**src/rtl/ora_pkg.sv**
```systemverilog
package ora_pkg;

  typedef enum logic [1:0] {
    MODE_HOLD    = 2'd0,
    MODE_CAPTURE = 2'd1,
    MODE_SHIFT   = 2'd2,
    MODE_CLEAR   = 2'd3
  } ora_mode_e;

  // Clear beats shift, shift beats capture.
  function automatic ora_mode_e decode_mode(input logic clr_i,
                                            input logic shift_i,
                                            input logic test_i);
    ora_mode_e m;
    if (clr_i)        m = MODE_CLEAR;
    else if (shift_i) m = MODE_SHIFT;
    else if (test_i)  m = MODE_CAPTURE;
    else              m = MODE_HOLD;
    return m;
  endfunction

endpackage

```
**src/rtl/ora_rst_sync.sv**
```systemverilog
module ora_rst_sync #(
  parameter int STAGES = 2
) (
  input  logic clk,
  input  logic rst_n,
  output logic rst_sync_n
);

  logic [STAGES-1:0] sync_q;
  logic [STAGES-1:0] sync_d;

  always_comb begin
    sync_d = {sync_q[STAGES-2:0], 1'b1};
  end

  always_ff @(posedge clk or negedge rst_n) begin
    if (!rst_n) sync_q <= '0;
    else        sync_q <= sync_d;
  end

  assign rst_sync_n = sync_q[STAGES-1];

endmodule

```
**src/rtl/ora_cell.sv**
```systemverilog
module ora_cell
  import ora_pkg::*;
(
  input  logic      clk,
  input  logic      rst_n,
  input  ora_mode_e mode,
  input  logic      lhs,
  input  logic      rhs,
  input  logic      chain_in,
  output logic      res_q
);

  logic res_d;
  logic res_en;

  always_comb begin
    res_en = 1'b1;
    res_d  = res_q;
    unique case (mode)
      MODE_CLEAR:   res_d = 1'b0;
      MODE_SHIFT:   res_d = chain_in;
      MODE_CAPTURE: res_d = res_q | (lhs ^ rhs);
      default:      res_en = 1'b0;
    endcase
  end

  always_ff @(posedge clk or negedge rst_n) begin
    if (!rst_n)      res_q <= 1'b0;
    else if (res_en) res_q <= res_d;
  end

  // a disagreement during capture sets the bit
  assert_set_on_diff_R1: assert property (@(posedge clk) disable iff (!rst_n)
    (mode == MODE_CAPTURE && lhs != rhs) |=> res_q);

  // a set bit survives capture cycles
  assert_sticky_R2: assert property (@(posedge clk) disable iff (!rst_n)
    (mode == MODE_CAPTURE && res_q) |=> res_q);

  // idle mode leaves the bit alone
  assert_hold_R4: assert property (@(posedge clk) disable iff (!rst_n)
    (mode == MODE_HOLD) |=> $stable(res_q));

  // clear zeroes the bit
  assert_clear_R5: assert property (@(posedge clk) disable iff (!rst_n)
    (mode == MODE_CLEAR) |=> !res_q);

  // shift takes the chain neighbour's value
  assert_shift_R6: assert property (@(posedge clk) disable iff (!rst_n)
    (mode == MODE_SHIFT) |=> (res_q == $past(chain_in)));

endmodule

```
**src/rtl/ora_ring_scan.sv**
```systemverilog
module ora_ring_scan
  import ora_pkg::*;
#(
  parameter int N           = 9,
  parameter int SYNC_STAGES = 2
) (
  input  logic         clk,
  input  logic         rst_n,
  input  logic [N-1:0] unit_out,
  input  logic         test_en,
  input  logic         clr,
  input  logic         shift_en,
  input  logic         scan_in,
  output logic [N-1:0] result,
  output logic         scan_out
);

  localparam int LAST = N - 1;

  logic      rst_sync_n;
  ora_mode_e mode;
  logic [N-1:0] chain;

  ora_rst_sync #(.STAGES(SYNC_STAGES)) u_rst_sync (
    .clk        (clk),
    .rst_n      (rst_n),
    .rst_sync_n (rst_sync_n)
  );

  always_comb begin
    mode = decode_mode(clr, shift_en, test_en);
  end

  for (genvar k = 0; k < N; k++) begin : g_cell
    localparam int NXT = (k + 1) % N;
    if (k == LAST) begin : g_tail
      assign chain[k] = scan_in;
    end else begin : g_body
      assign chain[k] = result[k+1];
    end
    ora_cell u_cell (
      .clk      (clk),
      .rst_n    (rst_sync_n),
      .mode     (mode),
      .lhs      (unit_out[k]),
      .rhs      (unit_out[NXT]),
      .chain_in (chain[k]),
      .res_q    (result[k])
    );
  end

  assign scan_out = result[0];

  // the wrap pair compares the last unit with the first
  assert_ring_wrap_R3: assert property (@(posedge clk) disable iff (!rst_sync_n)
    (mode == MODE_CAPTURE && unit_out[LAST] != unit_out[0]) |=> result[LAST]);

  // scan_in lands at the far end after a shift
  assert_scan_entry_R6: assert property (@(posedge clk) disable iff (!rst_sync_n)
    (mode == MODE_SHIFT) |=> (result[LAST] == $past(scan_in)));

endmodule

```
**config.mk**
```make
export PLATFORM = sky130hd
export DESIGN_NAME = ora_ring_scan
export DESIGN_NICKNAME = d
export VERILOG_FILES = /design/src/rtl/ora_pkg.sv /design/src/rtl/ora_rst_sync.sv /design/src/rtl/ora_cell.sv /design/src/rtl/ora_ring_scan.sv
export SDC_FILE = /design/constraint.sdc
export NUM_CORES = 1
export LEC_CHECK = 0
export ABC_AREA = 1
export BUFFER_PORTS_ARGS = -buffer_cell sky130_fd_sc_hd__buf_2
export CAP_MARGIN = 15
export CORE_MARGIN = 1
export CORE_UTILIZATION = 58
export CTS_BUF_LIST = sky130_fd_sc_hd__clkbuf_4 sky130_fd_sc_hd__clkbuf_8 sky130_fd_sc_hd__clkbuf_16
export CTS_CLUSTER_DIAMETER = 200
export DETAILED_ROUTE_END_ITERATION = 6
export PLACE_DENSITY = 0.94
export SETUP_SLACK_MARGIN = 0.5
export SLEW_MARGIN = 0
export SYNTH_ARGS = -nofsm -noshare
export SYNTH_HDL_FRONTEND = slang
export SYNTH_HIERARCHICAL = 1
export SYNTH_SLANG_ARGS = --single-unit
```
**constraint.sdc**
```tcl
create_clock -name clk -period 1.95 [get_ports clk]
set_clock_uncertainty 0.2 [all_clocks]
set_input_delay 0.39 -clock clk [delete_from_list [all_inputs] [get_ports clk]]
set_output_delay 0.39 -clock clk [all_outputs]
set_load 0.02 [all_outputs]
```
Word-level counts from Yosys, hierarchy flattened
Cells that the tools add are included.
{"block": "word_totals", "in_bits": 15, "ff_bits": 11, "elab_cells": 47}
{"block": "classes", "bitwise_logic": 18, "eq_ne": 3, "reduce_logical": 3, "muxes": 13}
{"op": "$pmux W1 S3", "count": 9}
{"op": "$or A1 B1 Y1", "count": 9}
{"op": "$xor A1 B1 Y1", "count": 9}
{"op": "$eq A2 B2 Y1 const B", "count": 2}
{"op": "$mux W2", "count": 2}
{"op": "$reduce_bool A3 Y1", "count": 1}
{"op": "$reduce_or A3 Y1", "count": 1}
{"op": "$eq A2 B1 Y1 const B", "count": 1}
{"op": "$mux W1", "count": 2}
{"op": "$reduce_and A2 Y1", "count": 1}

Longest topological paths before layout
Gate-level depths: netlist of the first run.
{"block": "depth", "ltp_word": 7, "ltp_mapped": 9, "depth_no_buf": 9}

Modules after synthesis
The synthesis of the first run kept the hierarchy.
{"mod": "ora_cell", "cells_per_inst": 20, "area_each_um2": 123.9, "instances": 9}
{"mod": "ora_rst_sync", "cells_per_inst": 3, "area_each_um2": 53.8, "instances": 1}
{"mod": "ora_ring_scan", "cells_per_inst": 6, "area_each_um2": 26.3, "instances": 1}

Worst setup path after synthesis of the first run
OpenSTA, ideal clock, no wires.
{"block": "synth_timing", "kind": "input to register", "from": "input shift_en", "to": "register g_cell[0].u_cell.res_q", "t_arrival_ns": 1.392, "path_slack_ns": 0.242, "path_stages": 9, "cell_sequence": "inv_1 nand2_1 nand2_1 inv_1 ha_1 inv_1 nor2_1 nand2_1 nand2_1"}
{"block": "synth_between", "elab_chain_cells": 6, "word_cells_on_any_way": 10, "classes_between": "eq/ne: 3; mux: 4; reduce/logical: 3"}
{"item": "start: declaration", "line_no": "ora_ring_scan.sv:12", "rtl": "input logic shift_en,"}
{"item": "$mux W2 (*)", "line_no": "ora_pkg.sv:16", "rtl": "else if (shift_i) m = MODE_SHIFT;"}
{"item": "$mux W2 (*)", "line_no": "ora_pkg.sv:15", "rtl": "if (clr_i) m = MODE_CLEAR;"}
{"item": "via mode[0]", "line_no": "ora_ring_scan.sv:21", "rtl": "ora_mode_e mode;"}
{"item": "$eq A2 B2 Y1 or $eq A2 B1 Y1 (tied branches)", "line_no": "ora_cell.sv:19", "rtl": "unique case (mode)"}
{"item": "$reduce_or A3 Y1 (no source line)"}
{"item": "$mux W1", "line_no": "ora_cell.sv:19"}
{"item": "$reduce_and A2 Y1 (no source line)"}
{"item": "end signal: assignment", "line_no": "ora_cell.sv:29", "rtl": "else if (res_en) res_q <= res_d;"}
{"item": "end: declaration", "line_no": "ora_cell.sv:10", "rtl": "output logic res_q"}
The timed path passes the listed nets; every way through them passes the cells marked *.
A chain may end at the register's enable or synchronous reset.

Worst setup path after layout of the first run
{"block": "layout_timing", "from": "input clr", "to": "register g_cell[3].u_cell.res_q"}
{"block": "layout_between", "elab_chain_cells": 5, "word_cells_on_any_way": 9, "classes_between": "eq/ne: 3; mux: 3; reduce/logical: 3"}
{"item": "start: declaration", "line_no": "ora_ring_scan.sv:11", "rtl": "input logic clr,"}
{"item": "$mux W2 (*)", "line_no": "ora_pkg.sv:15"}
{"item": "via mode[1]", "line_no": "ora_ring_scan.sv:21"}
{"item": "$eq A2 B2 Y1 or $eq A2 B1 Y1 (tied branches)", "line_no": "ora_cell.sv:19"}
{"item": "$reduce_or A3 Y1 (no source line)"}
{"item": "$mux W1", "line_no": "ora_cell.sv:19"}
{"item": "$reduce_and A2 Y1 (no source line)"}
{"item": "end signal: assignment", "line_no": "ora_cell.sv:29"}
{"item": "end: declaration", "line_no": "ora_cell.sv:10"}
Marks and branches as above.

==> results.txt, run 1 <==
The flow ran to the end, and the final reports show no timing, DRC or antenna violations. The tools report the number of iterations in the first detailed-routing pass as 5. In the final routed layout, each cell accounts on average for 19.3 um. The run gives 189 as the instance count of the mapped netlist. The clock passes through at most 2 buffers. The switching power share of the total was 0.395. The first-pass GRT wire length came out at 3760 um. The most used standard cell by instance count after synthesis was sky130_fd_sc_hd__nand2_1. Clock-pin slew was measured on the worst setup and hold paths at 0.09 ns. The logs give 0.29 ns for the clock latency on the worst-skew pair and 1,541 for the total number of vias. The tools report the total placed instance area as 0.00137 mm2. The highest attainable clock frequency was 629 MHz; the height of the chip was 47.4 um. The number of nets still failing antenna checks after routing was 0; the endpoint arrival time on the critical path was 1.61 ns. The run gives 0.656 as the worst relative slew slack. The logs give 0.361 ns for the smallest setup slack after layout and 6 for the number of warnings reported in the yosys synthesis log. For the number of antenna violations at the first check in global routing, the log shows 0.

For the number of levels the H-tree was split into, the log shows 1. Worst min-delay path class: flip-flop to flip-flop. TritonCTS built the clock tree. The number of global-route vias before repair was 978. The maximum ir drop on the vdd rail is 0.391 mV.

CTS saw 11 sinks. The final clock period utilization by the worst path came out at 0.815. The tools report the CTS buffer count as 3. The highest fanout seen on the critical path is 5, and the leakage power total is 1.15 nW. The count of different cell masters after synthesis was 8; the clock network fraction of total power was 0.232.

Setup repair after global routing could not meet its margin everywhere. The count of port buffers added during placement is 24, and the final non-filler cell area is 0.00184 mm2. For this design the total switching power over the nets is 0.291 mW. The final number of max-transition violations was 0.

The run gives 0.331 as the sequential power share. After synthesis, the most frequently instantiated cells are 75 x sky130_fd_sc_hd__nand2_1, 56 x sky130_fd_sc_hd__inv_1, 27 x sky130_fd_sc_hd__ha_1. The power density over cell area was 400 mW/mm2. Initial core utilization: 0.615. Area added between synthesis and finish: 54.1%. The mapped cell area is 0.00119 mm2. The number of flops mapped to enable cells by yosys is 0, and the number of synthesized register bits is 11. By area the synthesized netlist is led by sky130_fd_sc_hd__ha_1 28%, sky130_fd_sc_hd__nand2_1 24%, sky130_fd_sc_hd__dfrtp_1 23%. The global-route total usage across every layer is 0.241, and the required time of the worst setup path is 1.97 ns. The buffer cell driving the clock tree root is sky130_fd_sc_hd__clkbuf_4.

Internal power comes to 0.446 mW. The worst setup path is launched from a primary input. The critical path is of the primary input to flip-flop type.

The worst setup path is captured at a flip-flop. The floorplan has 16 rows. The ratio of routed vias to standard cells came out at 5.73.

The final layout contains 285 nets. 0 antenna diodes ended up in the layout. The area of the die came out at 0.00225 mm2. The share of final-layout standard cells stronger than drive strength 1 came out at 0.368. The combinational group share of total power is 0.437, and the mean post-synth cell area is 6.32 um2. The routed design has 5200 um of wire. The core utilization of the finished layout was 0.948; the final cell count without fillers was 269. For the detailed-route DRC error count, the log shows 0. At the pin with the least slew margin, the transition time is 0.514 ns. In this run the count of I/O pins placed on the die edge is 25. Setup violations remaining at the end of the flow were counted as 0.

The core box area is 0.00194 mm2, and the final hold slack is 0.179 ns. The share of the synthesized area in the top cell type works out to 0.283. Most common flop cell mapped by yosys: sky130_fd_sc_hd__dfrtp_1. Number of DRC violations after detailed-routing iteration 0: 97.

For the setup slack at placement, the log shows 0.199 ns. In this run the horizontal extent of the chip is 47.4 um. The minimum clock period after layout works out to 1.59 ns. Fraction of registers with async set or reset after synthesis: 1.00. The number of nets in the synthesized netlist is 231.

The logs give 1660 um for the sum of net half-perimeters after detailed placement and 239 for the number of placed instances, taps included. The final estimated routing congestion in global placement was 0.724. The largest total area in the synthesized netlist belongs to sky130_fd_sc_hd__ha_1. For the total overflow reported by the global router, the log shows 0. The number of endpoints with negative hold slack in the final report was 0; the summed negative setup slack over all endpoints was 0 ns. Summing internal, switching and leakage power gives 0.737 mW. The tools report the number of violations of the max-capacitance limit as 0.

The run gives 19 as the maximum number of pins on one net before global-route repair. The tools report the sequential share of the synthesized area as 0.230.
power by group through the flow:
stage               clock network, mW  registers [mW]  logic (mW)
floorplan                           0           0.259       0.111
global placement                    0           0.253       0.161
detailed placement                  0           0.253       0.170
CTS                             0.170           0.242       0.192
global route                    0.185           0.245       0.342
finish                          0.171           0.244       0.322
per-layer routing:
metal	routed length, um	up-vias	global-route usage
li1	-	639	-
met1	1920	703	0.279
met2	2350	143	0.433
met3	516	56	0.0385
met4	416	0	0.103
met5	0	-	0
kinds of logic after synthesis:
family	after synthesis	share of synthesized area
and+or+nand+nor	93	0.302
DFF	11	0.230
buffers and inverters	57	0.182
adders and majority gates	27	0.283
other	1	0.00314
critical path, stage by stage:
cell	delay (ns)
sky130_fd_sc_hd__buf_6	0.08
sky130_fd_sc_hd__clkinvlp_4	0.17
sky130_fd_sc_hd__nand2_8	0.15
sky130_fd_sc_hd__buf_4	0.13
sky130_fd_sc_hd__inv_1	0.09
sky130_fd_sc_hd__ha_4	0.28
sky130_fd_sc_hd__inv_1	0.04
sky130_fd_sc_hd__nor2_1	0.08
sky130_fd_sc_hd__nand2_1	0.11
sky130_fd_sc_hd__nand2_1	0.11
cells in the final DEF (no fill, tap or decap):
cell / n
sky130_fd_sc_hd__ha_4: 10
sky130_fd_sc_hd__nand2_8: 2
sky130_fd_sc_hd__nor2_1: 8
sky130_fd_sc_hd__nand3_1: 9
sky130_fd_sc_hd__conb_1: 1
sky130_fd_sc_hd__ha_1: 13
sky130_fd_sc_hd__inv_4: 1
sky130_fd_sc_hd__clkbuf_4: 3
sky130_fd_sc_hd__buf_8: 2
sky130_fd_sc_hd__clkinv_2: 1
sky130_fd_sc_hd__buf_2: 18
sky130_fd_sc_hd__dfrtp_1: 11
sky130_fd_sc_hd__clkinvlp_4: 1
sky130_fd_sc_hd__buf_12: 1
sky130_fd_sc_hd__nor2_2: 1
sky130_fd_sc_hd__inv_2: 15
sky130_fd_sc_hd__ha_2: 4
sky130_fd_sc_hd__buf_4: 16
sky130_fd_sc_hd__buf_6: 11
sky130_fd_sc_hd__nand2_4: 1
sky130_fd_sc_hd__nand2_2: 2
sky130_fd_sc_hd__nand2_1: 70
sky130_fd_sc_hd__inv_1: 39
sky130_fd_sc_hd__dlygate4sd3_1: 2
worst paths after layout:
check | startpoint | end | slack, ns | cells after the start
worst max-delay path | clr | g_cell[3].u_cell/res_q$_DFFE_PN0P_ | 0.36 | 10
max in group asynchronous | u_rst_sync/sync_q[1]$_DFF_PN0_ | g_cell[8].u_cell/res_q$_DFFE_PN0P_ | 0.65 | 1
worst min register to register | u_rst_sync/sync_q[0]$_DFF_PN0_ | u_rst_sync/sync_q[1]$_DFF_PN0_ | 0.18 | 0
min in group asynchronous | rst_n | u_rst_sync/sync_q[0]$_DFF_PN0_ | 0.23 | 2
worst max register to register | g_cell[3].u_cell/res_q$_DFFE_PN0P_ | g_cell[3].u_cell/res_q$_DFFE_PN0P_ | 0.44 | 8
worst min-delay path | u_rst_sync/sync_q[0]$_DFF_PN0_ | u_rst_sync/sync_q[1]$_DFF_PN0_ | 0.18 | 0
cell type report:
type	instances	area, um2
Multi-Input combinational cell	121	885
Inverter	56	216
Timing Repair Buffer	50	404
Sequential cell	11	275
Clock buffer	3	22.5
Fill cell	57	100
Clock inverter	1	5.00
Tap cell	27	33.8
flip-flops by register name, summed over array words and instances (netlist names):
name and count:
u_rst_sync/sync_q 2, g_cell.u_cell/res_q 9
repair_timing:
item | 4_1_cts | 5_1_grt
pin swaps | 0 | 13
endpoints found under the hold margin | 11 | 0
setup endpoints to repair | 8 | 17
buffers inserted | 7 | 17
hold buffers | 2 | 0
gates resized for setup | 1 | 49
No activity file was read; power rests on OpenSTA's default activity.
==> run 2: changes to the inputs <==
CORE_UTILIZATION = 54   (was 58)
PLACE_DENSITY = 0.89   (was 0.94)
clock period = 1.7 ns   (was 1.95 ns; I/O delays follow)
==> run 2 against run 1 <==
Net effect:
- the flow now stops in 5_1_grt
- synthesized cell count unchanged
- area after synthesis unchanged
==> results.txt, run 2 <==
The flow did not finish. The flow halted during 5_1_grt. The first error in the log reads "[ERROR GRT-0232] Routing congestion too high. Check the congestion heatmap in the GUI". For the maximum buffer depth of the clock tree, the log shows 2. The area fraction in compound gates after synthesis is 0, and the initial core utilization is 0.591.

The synthesized design contains 11 register bits. Entering global routing, the biggest net connects 10 pins. The wire-length estimate of the detail-placed layout is 1570 um. The run gives 0.00119 mm2 as the mapped cell area. After synthesis, the cell types taking the most area are sky130_fd_sc_hd__ha_1 28%, sky130_fd_sc_hd__nand2_1 24%, sky130_fd_sc_hd__dfrtp_1 23%. The clock drives 11 sinks. By area, the combinational part of the netlist is dominated by simple AND/OR/NAND/NOR gates. The simple-gate portion of the synthesized area was 0.302. The tools report the global-route total usage across every layer as 0.627. Counting distinct cell types in the post-synthesis netlist gives 8. The sequential share of the synthesized area is 0.230, and the CTS buffer count is 3. Synthesis handed over a netlist of 189 instances. The share of the synthesized area in the top cell type was 0.283. In this run the mean area of a mapped cell was 6.32 um2. Global routing finished with a remaining overflow of 18.

Port buffering added 24 buffers. The buffer cell driving the clock tree root is sky130_fd_sc_hd__clkbuf_4. By count the netlist is led by 75 x sky130_fd_sc_hd__nand2_1, 56 x sky130_fd_sc_hd__inv_1, 27 x sky130_fd_sc_hd__ha_1. From bottom edge to top edge, the die measures 49.0 um. The fraction of registers with async set or reset after synthesis works out to 1.00. Leading area contributor after synthesis: sky130_fd_sc_hd__ha_1. For this design the top-level I/O count stands at 25.

The synthesized-area fraction occupied by adder cells is 0.283. The final estimated routing congestion in global placement came out at 0.723. For the row count, the log shows 16. The most common cell in the synthesized netlist is sky130_fd_sc_hd__nand2_1. After the last repair the worst path ends at a register data pin. The number of levels the H-tree was split into was 1; the mux contribution to synthesized area was 0. The xor/xnor share of the synthesized area works out to 0. The number of flops mapped to enable cells by yosys came out at 0.

The die is 49.0 um wide. The tools report the end pin of the worst setup path after global-route repair as g_cell[5].u_cell/res_q$_DFFE_PN0P_/D. During synthesis, Yosys emitted a total of 6 warnings. The most common flop cell mapped by yosys is sky130_fd_sc_hd__dfrtp_1. The tools report the net count after synthesis as 231.
==> run 2: routing by layer <==
metal / track usage / overflow
met1: 0.603 / 0
met2: 0.928 / 9
met3: 0.277 / 0
met4: 0.730 / 9
met5: 0 / 0
==> run 2: timing repair <==
action | 4_1_cts
setup endpoints to repair | 19
setup buffers | 20
pin swaps | 10
gates cloned | 2
endpoints found under the hold margin | 11
hold buffers | 1
resized for setup | 54
==> run 2: cell families after synthesis <==
| group | count (synthesis) |
|---|---|
| simple gates | 93 |
| fa+ha+maj | 27 |
| flops | 11 |
| other cells | 1 |
| buf+inv | 57 |
==> run 2: stage by stage <==
step | cells | setup slack (ns) | hold slack (ns) | utilization | instance area, um2
2_1_floorplan | 189 | 0.252 | -0.156 | - | 1220
3_3_place_gp | 239 | 0.0610 | -0.0731 | 0.678 | 1370
3_5_place_dp | 239 | 0.0272 | -0.0736 | 0.678 | 1370
4_1_cts | 266 | 0.312 | -0.0216 | 0.928 | 1880
==> run 3: changes to the inputs <==
CORE_AREA = 2 2 63 65   (was not set)
CORE_MARGIN = not set   (was 1)
CORE_UTILIZATION = not set   (was 54)
CTS_BUF_LIST = not set   (was sky130_fd_sc_hd__clkbuf_4 sky130_fd_sc_hd__clkbuf_8 sky130_fd_sc_hd__clkbuf_16)
CTS_CLUSTER_DIAMETER = not set   (was 200)
DIE_AREA = 0 0 65 67   (was not set)
PLACE_DENSITY = not set   (was 0.89)
PLACE_DENSITY_LB_ADDON = 0.15   (was not set)
SETUP_SLACK_MARGIN = not set   (was 0.5)
==> run 3 against run 2 <==
Net effect:
- the flow now finishes, with violations (hold timing)
==> results.txt, run 3 (synthesis gave the netlist of run 1 again) <==
The run finished, with violations left. The final reports fail on hold timing. The first TritonRoute pass finished after 3 iterations.

STA classifies the critical path startpoint as a primary input. The tools report the total overflow reported by the global router as 0. 0 antenna diodes ended up in the layout. The number of flip-flops in the largest register came out at 9.

After layout, the design draws a total of 0.757 mW. At the worst endpoint, the arrival time is 1.32 ns. Setup violations remaining at the end of the flow were counted as 0.

At the end of routability-driven placement, the weighted congestion stood at 0.694. The logs give 9 for the number of endpoints with negative hold slack in the final report and 22 for the row count. Leaving out filler cells and counting taps, the final layout contains 267.

The number of nets in the layout was 262; the first-pass GRT wire length was 4130 um. The clock latency on the worst-skew pair came out at 0.25 ns. The minimum clock period after layout is 1.38 ns, and the maximum ir drop on the vdd rail is 0.192 mV. In the final layout, the registers with the most flip-flops are g_cell.u_cell/res_q: 9 flops, u_rst_sync/sync_q: 2 flops. Leaving out fill and tap cells, the most frequent cells in the layout are 75 x sky130_fd_sc_hd__nand2_1, 56 x sky130_fd_sc_hd__inv_1, 27 x sky130_fd_sc_hd__ha_1. The first routing iteration left 23 violations. The share of final-layout standard cells stronger than drive strength 1 was 0.132. The buffer cell driving the clock tree root was sky130_fd_sc_hd__clkbuf_8.

Entering global routing, the biggest net connects 19 pins. For the core box area, the log shows 0.00361 mm2. In the routed layout, each cell is associated on average with a via count of 3.86. In this run the post-CTS setup repair buffer count came out at 0. The post-detailed-routing wire length is 2200 um. Dividing the detail-routed wire length by the instance count gives 8.23 um. The logs give 0 for the final number of max-transition violations and 11 for the total clock sinks. The maximum buffer depth of the clock tree was 2. For the required time of the worst setup path, the log shows 1.64 ns. Leakage power total: 1.06 nW. In this run the horizontal extent of the chip is 65 um.

For the global-route total usage across every layer, the log shows 0.127. 25 I/O pins were placed. Counting the buffers created by CTS gives 3. The final clock period utilization by the worst path is 0.810. Worst min-delay path class: flip-flop to asynchronous set/reset pin.

The highest fanout seen on the critical path is 18. The critical path capture point type is a flip-flop. Max-cap violations in this run came to 0. Detailed placement finished with a half-perimeter wire length of 1690 um. The register with the most flip-flops is g_cell.u_cell/res_q. The run gives 977 as the number of global-route vias before repair. The run gives 1 as the number of levels the H-tree was split into. Measured along the y axis, the die boundary spans 67 um. Across all layers, the routed design uses 1,030 vias. The initial core utilization is 0.331. The path type of the worst setup path is primary input to flip-flop. In the final timing run, aggregate negative setup slack is 0 ns.

The area added between synthesis and finish works out to 22.4%. The count of port buffers added during placement came out at 24. The detail route stage leaves a number of antenna-violating nets equal to 0. Setup repair after global routing left no endpoint under its margin.

The power density over cell area is 518 mW/mm2, and the number of placed instances, taps included is 262. The final hold slack is -0.0164 ns, and the smallest setup slack after layout is 0.322 ns. The logs give 0.406 for the core utilization of the finished layout and 0 for the detailed-route DRC error count. Prior to clock tree synthesis, the placed netlist has a worst setup slack of 0.0463 ns.

Timing would allow up to 726 MHz. The logs give 0 for the number of antenna violations at the first check in global routing and 0.00436 mm2 for the area of the die. The library cell used most frequently in the layout, excluding fill and tap cells, is sky130_fd_sc_hd__nand2_1.

TritonCTS built the clock tree. Clock-pin slew was measured on the worst setup and hold paths at 0.06 ns.
-- run 3: area by class of cell --
cell class | count | area, um2
repair buffers | 27 | 170
flip-flops and latches | 11 | 275
inverters | 56 | 210
multi-input cells | 121 | 702
well taps | 48 | 60.1
fillers | 404 | 2140
clock buffers | 4 | 45.0
-- run 3: report_power, final --
group / switching, mW / internal, mW
clock: 0.113 / 0.166
combinational: 0.113 / 0.0795
sequential: 0.0136 / 0.272
-- run 3: worst max-delay path, cell delays in order --
cell and delay (ns):
sky130_fd_sc_hd__buf_2 0.09, sky130_fd_sc_hd__inv_1 0.05, sky130_fd_sc_hd__nand2_1 0.04, sky130_fd_sc_hd__nand2_1 0.09, sky130_fd_sc_hd__buf_12 0.15, sky130_fd_sc_hd__inv_1 0.06
sky130_fd_sc_hd__ha_1 0.28, sky130_fd_sc_hd__inv_1 0.06, sky130_fd_sc_hd__nor2_1 0.03, sky130_fd_sc_hd__nand2_1 0.06, sky130_fd_sc_hd__nand2_1 0.04
-- run 3: timing repair --
| action | CTS | global route |
|---|---|---|
| gates resized for setup | 0 | 0 |
| endpoints found under the hold margin | 2 | 0 |
| hold buffers | 1 | 0 |
-- run 3: per-stage QoR --
stage          hold slack (ns)  instance area, um2
5_1_grt                 0.0420                1460
6_report               -0.0164                1460
4_1_cts                0.00801                1460
2_1_floorplan           -0.156                1190
3_3_place_gp           -0.0720                1410
3_5_place_dp           -0.0722                1410
-- run 3: layer usage --
layer	global-route usage	share of wire	wire length (um)
met5	0	0	0
met4	0.0878	0.032	70
met3	0.0101	0.028	61
met2	0.197	0.41	912
met1	0.165	0.53	1150
-- run 3: path summary, 6_finish.rpt --
| kind | from | to | slack (ns) | depth (start not counted) |
|---|---|---|---|---|
| worst max-delay path | shift_en | g_cell[1].u_cell/res_q$_DFFE_PN0P_ | 0.32 | 11 |
| worst min-delay path | u_rst_sync/sync_q[1]$_DFF_PN0_ | g_cell[2].u_cell/res_q$_DFFE_PN0P_ | -0.02 | 0 |
| worst max register to register | g_cell[7].u_cell/res_q$_DFFE_PN0P_ | g_cell[7].u_cell/res_q$_DFFE_PN0P_ | 0.63 | 6 |
| worst min register to register | u_rst_sync/sync_q[1]$_DFF_PN0_ | g_cell[2].u_cell/res_q$_DFFE_PN0P_ | -0.02 | 0 |
| max in group asynchronous | rst_n | u_rst_sync/sync_q[0]$_DFF_PN0_ | 1.00 | 2 |
| min in group clk | u_rst_sync/sync_q[0]$_DFF_PN0_ | u_rst_sync/sync_q[1]$_DFF_PN0_ | 0.15 | 0 |
